$ cat src/rtl/aer_pkg.sv
package aer_pkg;

    // Turn state of one two-input arbiter cell
    typedef enum logic {
        FAV_LO = 1'b0,
        FAV_HI = 1'b1
    } favor_e;

    // Heap index of the leaf node that holds neuron k
    function automatic int leaf_node(input int n, input int k);
        return n + k;
    endfunction

    // Width of an index for n entries, at least one bit
    function automatic int idx_width(input int n);
        return (n > 1) ? $clog2(n) : 1;
    endfunction

endpackage

$ cat src/rtl/aer_arb_cell.sv
module aer_arb_cell
    import aer_pkg::*;
(
    input  logic clk,
    input  logic rst,
    input  logic commit,
    input  logic req_lo,
    input  logic req_hi,
    input  logic gnt_in,
    output logic any,
    output logic gnt_lo,
    output logic gnt_hi
);

    favor_e fav_q;
    logic   pick_lo;

    always_comb begin
        pick_lo = req_lo & (~req_hi | (fav_q == FAV_LO));
        any     = req_lo | req_hi;
        gnt_lo  = gnt_in & pick_lo;
        gnt_hi  = gnt_in & ~pick_lo & req_hi;
    end

    // The turn bit moves only when a real contest is resolved and committed
    always_ff @(posedge clk) begin
        if (rst) begin
            fav_q <= FAV_LO;
        end else if (commit && gnt_in && req_lo && req_hi) begin
            fav_q <= pick_lo ? FAV_HI : FAV_LO;
        end
    end

endmodule

$ cat src/rtl/aer_arb_tree.sv
module aer_arb_tree
    import aer_pkg::*;
#(
    parameter int N = 8,
    localparam int AW = idx_width(N)
) (
    input  logic          clk,
    input  logic          rst,
    input  logic          commit,
    input  logic [N-1:0]  cand,
    output logic          found,
    output logic [N-1:0]  win_oh,
    output logic [AW-1:0] win_addr
);

    // Heap layout: node 1 is the root, node i has children 2i and 2i+1,
    // leaves sit at N..2N-1
    logic any_n [2*N];
    logic gnt_n [2*N];

    assign any_n[0] = 1'b0;
    assign gnt_n[0] = 1'b0;
    assign gnt_n[1] = any_n[1];

    genvar g;
    generate
        for (g = 0; g < N; g++) begin : g_leaf
            assign any_n[leaf_node(N, g)] = cand[g];
            assign win_oh[g]              = gnt_n[leaf_node(N, g)];
        end
        for (g = 1; g < N; g++) begin : g_node
            aer_arb_cell u_cell (
                .clk    (clk),
                .rst    (rst),
                .commit (commit),
                .req_lo (any_n[2*g]),
                .req_hi (any_n[2*g+1]),
                .gnt_in (gnt_n[g]),
                .any    (any_n[g]),
                .gnt_lo (gnt_n[2*g]),
                .gnt_hi (gnt_n[2*g+1])
            );
        end
    endgenerate

    assign found = any_n[1];

    always_comb begin
        win_addr = '0;
        for (int k = 0; k < N; k++) begin
            if (win_oh[k]) win_addr = win_addr | AW'(k);
        end
    end

endmodule

$ cat src/rtl/aer_enc.sv
module aer_enc
    import aer_pkg::*;
#(
    parameter int N = 8,
    localparam int AW = idx_width(N)
) (
    input  logic          clk,
    input  logic          rst,
    input  logic [N-1:0]  spk_req,
    output logic [N-1:0]  spk_ack,
    output logic [AW-1:0] bus_addr,
    output logic          bus_valid,
    input  logic          bus_ready,
    output logic          fire
);

    logic [N-1:0]  held_oh;
    logic [N-1:0]  cand;
    logic [N-1:0]  win_oh;
    logic [AW-1:0] win_addr;
    logic          found;
    logic          load;

    always_comb begin
        held_oh = '0;
        for (int k = 0; k < N; k++) begin
            held_oh[k] = bus_valid && (bus_addr == AW'(k));
        end
        // The neuron already on the bus stays out of the contest
        cand    = spk_req & ~held_oh;
        fire    = bus_valid & bus_ready;
        load    = ~bus_valid | bus_ready;
        spk_ack = fire ? held_oh : '0;
    end

    aer_arb_tree #(.N(N)) u_tree (
        .clk      (clk),
        .rst      (rst),
        .commit   (load),
        .cand     (cand),
        .found    (found),
        .win_oh   (win_oh),
        .win_addr (win_addr)
    );

    always_ff @(posedge clk) begin
        if (rst) begin
            bus_valid <= 1'b0;
            bus_addr  <= '0;
        end else if (load) begin
            bus_valid <= found;
            if (found) bus_addr <= win_addr;
        end
    end

endmodule

$ cat src/rtl/aer_dec.sv
module aer_dec
    import aer_pkg::*;
#(
    parameter int N = 8,
    localparam int AW = idx_width(N)
) (
    input  logic          clk,
    input  logic          rst,
    input  logic          fire,
    input  logic [AW-1:0] addr,
    output logic [N-1:0]  strobe
);

    logic [N-1:0] line_d;

    always_comb begin
        line_d = '0;
        for (int k = 0; k < N; k++) begin
            line_d[k] = fire && (addr == AW'(k));
        end
    end

    always_ff @(posedge clk) begin
        if (rst) strobe <= '0;
        else     strobe <= line_d;
    end

endmodule

$ cat src/rtl/aer_spike_link.sv
module aer_spike_link
    import aer_pkg::*;
#(
    parameter int N = 8,
    localparam int AW = idx_width(N)
) (
    input  logic          clk,
    input  logic          rst,
    input  logic [N-1:0]  spk_req,
    output logic [N-1:0]  spk_ack,
    output logic [AW-1:0] bus_addr,
    output logic          bus_valid,
    input  logic          bus_ready,
    output logic [N-1:0]  dec_strobe
);

    logic fire;

    aer_enc #(.N(N)) u_enc (
        .clk       (clk),
        .rst       (rst),
        .spk_req   (spk_req),
        .spk_ack   (spk_ack),
        .bus_addr  (bus_addr),
        .bus_valid (bus_valid),
        .bus_ready (bus_ready),
        .fire      (fire)
    );

    aer_dec #(.N(N)) u_dec (
        .clk    (clk),
        .rst    (rst),
        .fire   (fire),
        .addr   (bus_addr),
        .strobe (dec_strobe)
    );

endmodule

$ cat config.mk
export PLATFORM = sky130hd
export DESIGN_NAME = aer_spike_link
export DESIGN_NICKNAME = d
export VERILOG_FILES = /design/src/rtl/aer_pkg.sv /design/src/rtl/aer_arb_cell.sv /design/src/rtl/aer_arb_tree.sv /design/src/rtl/aer_enc.sv /design/src/rtl/aer_dec.sv /design/src/rtl/aer_spike_link.sv
export SDC_FILE = /design/constraint.sdc
export NUM_CORES = 1
export LEC_CHECK = 0
export CORE_ASPECT_RATIO = 1.4
export CORE_UTILIZATION = 43
export CTS_CLUSTER_DIAMETER = 120
export DETAILED_ROUTE_END_ITERATION = 10
export GPL_TIMING_DRIVEN = 0
export PLACE_DENSITY = 0.8
export SLEW_MARGIN = 20
export SYNTH_ARGS = -nofsm -noshare
export SYNTH_HDL_FRONTEND = slang
export SYNTH_HIERARCHICAL = 1
export SYNTH_SLANG_ARGS = --single-unit
$ cat constraint.sdc
create_clock -name clk -period 2.9 [get_ports clk]
set_input_delay 0.435 -clock clk [delete_from_list [all_inputs] [get_ports clk]]
set_output_delay 0.435 -clock clk [all_outputs]
set_load 0.02 [all_outputs]
## Word-level counts from Yosys, hierarchy flattened

Cells that the tools add are included.

- Memories kept: 0
- Logic and storage cells: 138
- ROM bits: 0
- RAM bits: 0
- Flip-flop bits (word level): 19
- Output and inout bits: 20
- Input port bits: 11
- Bits in latches: 0

- Divide/modulo/power cells: 0
- Equal/unequal tests: 7
- Reductions and logical operators: 39
- $mul: 0
- Shift-type cells: 0
- Bitwise operators: 67
- Order comparisons: 0
- Add/sub/neg operators: 0
- Mux-type cells: 15

Operator list:

| cell | count |
|---|---|
| 1-bit logical AND | 37 |
| 1-bit bitwise AND | 28 |
| 1-bit inverter | 22 |
| 1-bit bitwise OR | 15 |
| 3-bit == test (second input constant) | 4 |
| 3-bit two-way mux | 4 |
| 8-bit bitwise AND | 1 |
| 1-bit two-way mux | 8 |
| 8-bit two-way mux | 1 |
| 8-bit inverter | 1 |
| 3-bit by 2-bit == test with 1-bit output (second input constant) | 2 |
| 2-bit two-way mux | 2 |
| 3-bit by 1-bit == test with 1-bit output (second input constant) | 1 |
| 3-bit logical NOT | 1 |
| 2-bit AND reduction | 1 |

## Depth between registers and ports, before layout

- Depth in word-level cells: 20
- Mapped depth: 14
- Gate-level depth less buffers: 14

## By module

The synthesis kept the hierarchy.

Modules (own cells, without submodules):

| module | area an instance (µm²) | times used | cells each |
|---|---|---|---|
| aer_arb_cell | 78.8 | 7 | 11 |
| aer_enc | 300.3 | 1 | 41 |
| aer_dec | 230.2 | 1 | 21 |
| aer_arb_tree | 82.6 | 1 | 11 |

## Worst setup path after synthesis

Ideal clock, no wire load.

- Kind: reg2reg
- Start point: register u_enc.bus_addr[0]
- End point: register u_enc.bus_addr[2]
- Stages on the path, launching flop included: 15
- Slack: -0.200 ns
- Data required time: 2.784 ns
- Buffers on the path: 0
- Period minus slack after synthesis: 3.100 ns
- Arrival: 2.983 ns
- Cell sequence: dfxtp_1 > nand2_1 > o21a_1 > or2_2 > or2_2 > or2_2 > nand2_1 > a21oi_1 > nand2_1 > a21oi_1 > nand2_1 > a21oi_1 > or4_1 > nand3_1 > a21oi_1

RTL lines:

| what | line | text |
|---|---|---|
| start: declaration | aer_enc.sv:11 | `output logic [AW-1:0] bus_addr,` |
| start signal: assignment | aer_enc.sv:52 | `if (found) bus_addr <= win_addr;` |

==> results.sh <==
export IMPL_cts_tree="yes"
export IMPL_finalClockSkew_ns=0.0249
export IMPL_routed_wirelength_mm=3.37
export IMPL_seq_area_um2=395
export IMPL_io_pins=31
export IMPL_synth_cells=140
export IMPL_outcome="completed"
export IMPL_ir_worst_vdd_v=0.000335
export IMPL_r2r_setup_slack_ns=0.008
export IMPL_nFillCells=190
export IMPL_core_area_mm2=0.00239
export IMPL_worst_setup_path_end_kind="register"
export IMPL_antenna_found_initial=0
export IMPL_grt_total_usage_pct=23.6
export IMPL_layout_nets=201
export IMPL_fin_util_pct=71.1
export IMPL_clk_pin_slew_worst_paths_ns=0.13
export IMPL_ant_nets=0
export IMPL_report_final_slew_viol_count=0
export IMPL_max_freq_mhz=346
export IMPL_final_cell_mix="clkdlybuf4s50_1, nor2_1, dfxtp_1"
export IMPL_wire_per_inst_um=15.1
export IMPL_power_leakage_nw=0.659
export IMPL_max_stage_delay_ns=0.56
export IMPL_final_layout_size_suffix_gt1_share_pct=29.1
export IMPL_dr_pass1_iters=4
export IMPL_hold_path_class="reg2reg"
export IMPL_drc_errors=0
export IMPL_finalSetupViolations=0
export IMPL_rows=21
export IMPL_min_period_ns=2.89
export IMPL_critical_path_class="reg2reg"
export IMPL_grt_overflow=0
export IMPL_yosys_warnings=6
export IMPL_start_util_pct=45.8
export IMPL_port_buffer_count=30
export IMPL_cp_start_kind="register"
export IMPL_crit_required_ns=3.10
export IMPL_die_area_mm2=0.00276
export IMPL_cts_hold_buf=0
export IMPL_worstMarginPinSlew_ns=0.814
export IMPL_vias_per_cell=5.58
export IMPL_multi_input_area_um2=791
export IMPL_cp_max_fo=4
export IMPL_crit_chain="nand2b_4 > o31a_1 > or2_4 > or2_4 > or2_4 > nand2_4 > a21oi_4 > nand2_1 > a21oi_2 > nand2_1 > a21oi_2 > or4_4 > nand3_2 > a21oi_2"
export IMPL_syn_area_mm2=0.00110
export IMPL_grt_pass1_wl_mm=4.75
export IMPL_syn_area_per_cell_um2=7.83
export IMPL_hold_viol=0
export IMPL_slowest_stage="or4_4"
export IMPL_die_y_um=61.7
export IMPL_cts_buffer_depth=2
export IMPL_place_hpwl_mm=2.02
export IMPL_die_w_um=44.7
export IMPL_p_per_area_mw_per_mm2=397
export IMPL_gp_congestion=0.820
export IMPL_hp_start="u_enc/u_tree/g_node[4].u_cell/fav_q$_SDFFE_PP0P_"
export IMPL_area_growth_pct=55.1
export IMPL_htreeDepth=1
export IMPL_drt_initial_drc_count=60
export IMPL_worstSkewPairLatency_ns=0.33
export IMPL_worstPathArrival_ns=3.09
export IMPL_relSlewSlack_pct=45.6
export IMPL_final_common_cell="clkdlybuf4s50_1"
export IMPL_startpoint="u_enc/bus_addr[1]$_SDFFE_PP0P_"
export IMPL_grt_pass1_vias=1142
export IMPL_dpl_worst_slack_ns=-0.415
export IMPL_vias=1244
export IMPL_fin_crit_sh_pct=99.7
export IMPL_grt_max_degree=24
export IMPL_cts_sinks=19
export IMPL_drv_cap=0
export IMPL_rsz0062_at_grt="yes"
export IMPL_syn_num_nets=151
export IMPL_r2r_start="u_enc/bus_addr[1]$_SDFFE_PP0P_"
export IMPL_cts_made_buffers=3
export IMPL_diodes=0
export IMPL_cts_root_buf="clkbuf_4"
export IMPL_fin_ws_ns=0.00839
through the flow:
| stage | TNS [ns] | cells | hold WS (ns) | area [um^2] | total power [mW] |
|---|---|---|---|---|---|
| after floorplan | 0 | 140 | 0.494 | 1110 | 0.407 |
| final | 0 | 223 | 0.601 | 1700 | 0.675 |
| after global placement | -0.972 | 204 | 0.496 | 1450 | 0.460 |
| after detailed placement | -1.13 | 204 | 0.498 | 1450 | 0.467 |
| after CTS | 0 | 216 | 0.589 | 1570 | 0.629 |
| after global routing | -0.164 | 223 | 0.636 | 1700 | 0.707 |
power by group:
group | total (mW) | leakage [nW] | switching (mW) | internal, mW
sequential | 0.296 | 0.157 | 0.0198 | 0.276
clock | 0.145 | 0.0177 | 0.0934 | 0.0518
combinational | 0.233 | 0.485 | 0.112 | 0.121
total | 0.675 | 0.659 | 0.225 | 0.450
path summary, 6_finish.rpt:
kind,end,cells after the start
setup reg to reg,u_enc/bus_addr[1]$_SDFFE_PP0P_,14
setup / recovery,u_enc/bus_addr[1]$_SDFFE_PP0P_,14
hold reg to reg,u_enc/u_tree/g_node[4].u_cell/fav_q$_SDFFE_PP0P_,2
hold / removal,u_enc/u_tree/g_node[4].u_cell/fav_q$_SDFFE_PP0P_,2
critical path: cells and delay by family (launching register included):
family / cells / cell delay [ns]
and+or+nand+nor: 9 / 1.86
DFF: 1 / 0.38
AOI/OAI and AO/OA: 5 / 0.50
metal layers:
metal	global-route usage, %	up-vias	share of wire (%)
met5	0	-	0
met4	13.9	0	4.7
met3	2.31	16	4.8
met2	47.5	52	54
met1	22.7	589	37
li1	-	587	-
sequential cells by signal, indices dropped and copies added, names as in the netlist:
register                          cells
u_dec/strobe                          8
u_enc/u_tree/g_node.u_cell/fav_q      7
u_enc/bus_addr                        3
u_enc/bus_valid                       1
final cells by class:
class	instances	share of cell area [%]
buffer	1	0.294
sequential	19	23.3
clock buffer	3	1.32
clock inverter	1	0.294
inverter	8	1.77
timing repair buffer	45	24.1
multi-input combinational	112	46.5
tap	34	2.50
what timing repair did:
| item | 4_1_cts | 5_1_grt |
|---|---|---|
| endpoints found under the setup margin | 3 | 3 |
| gates resized for setup | 9 | 20 |
| buffers inserted | 8 | 7 |
| endpoints found under the hold margin | 0 | 0 |
| pin swaps | 1 | 16 |
Note: power is estimated with default switching activity, not from simulation.
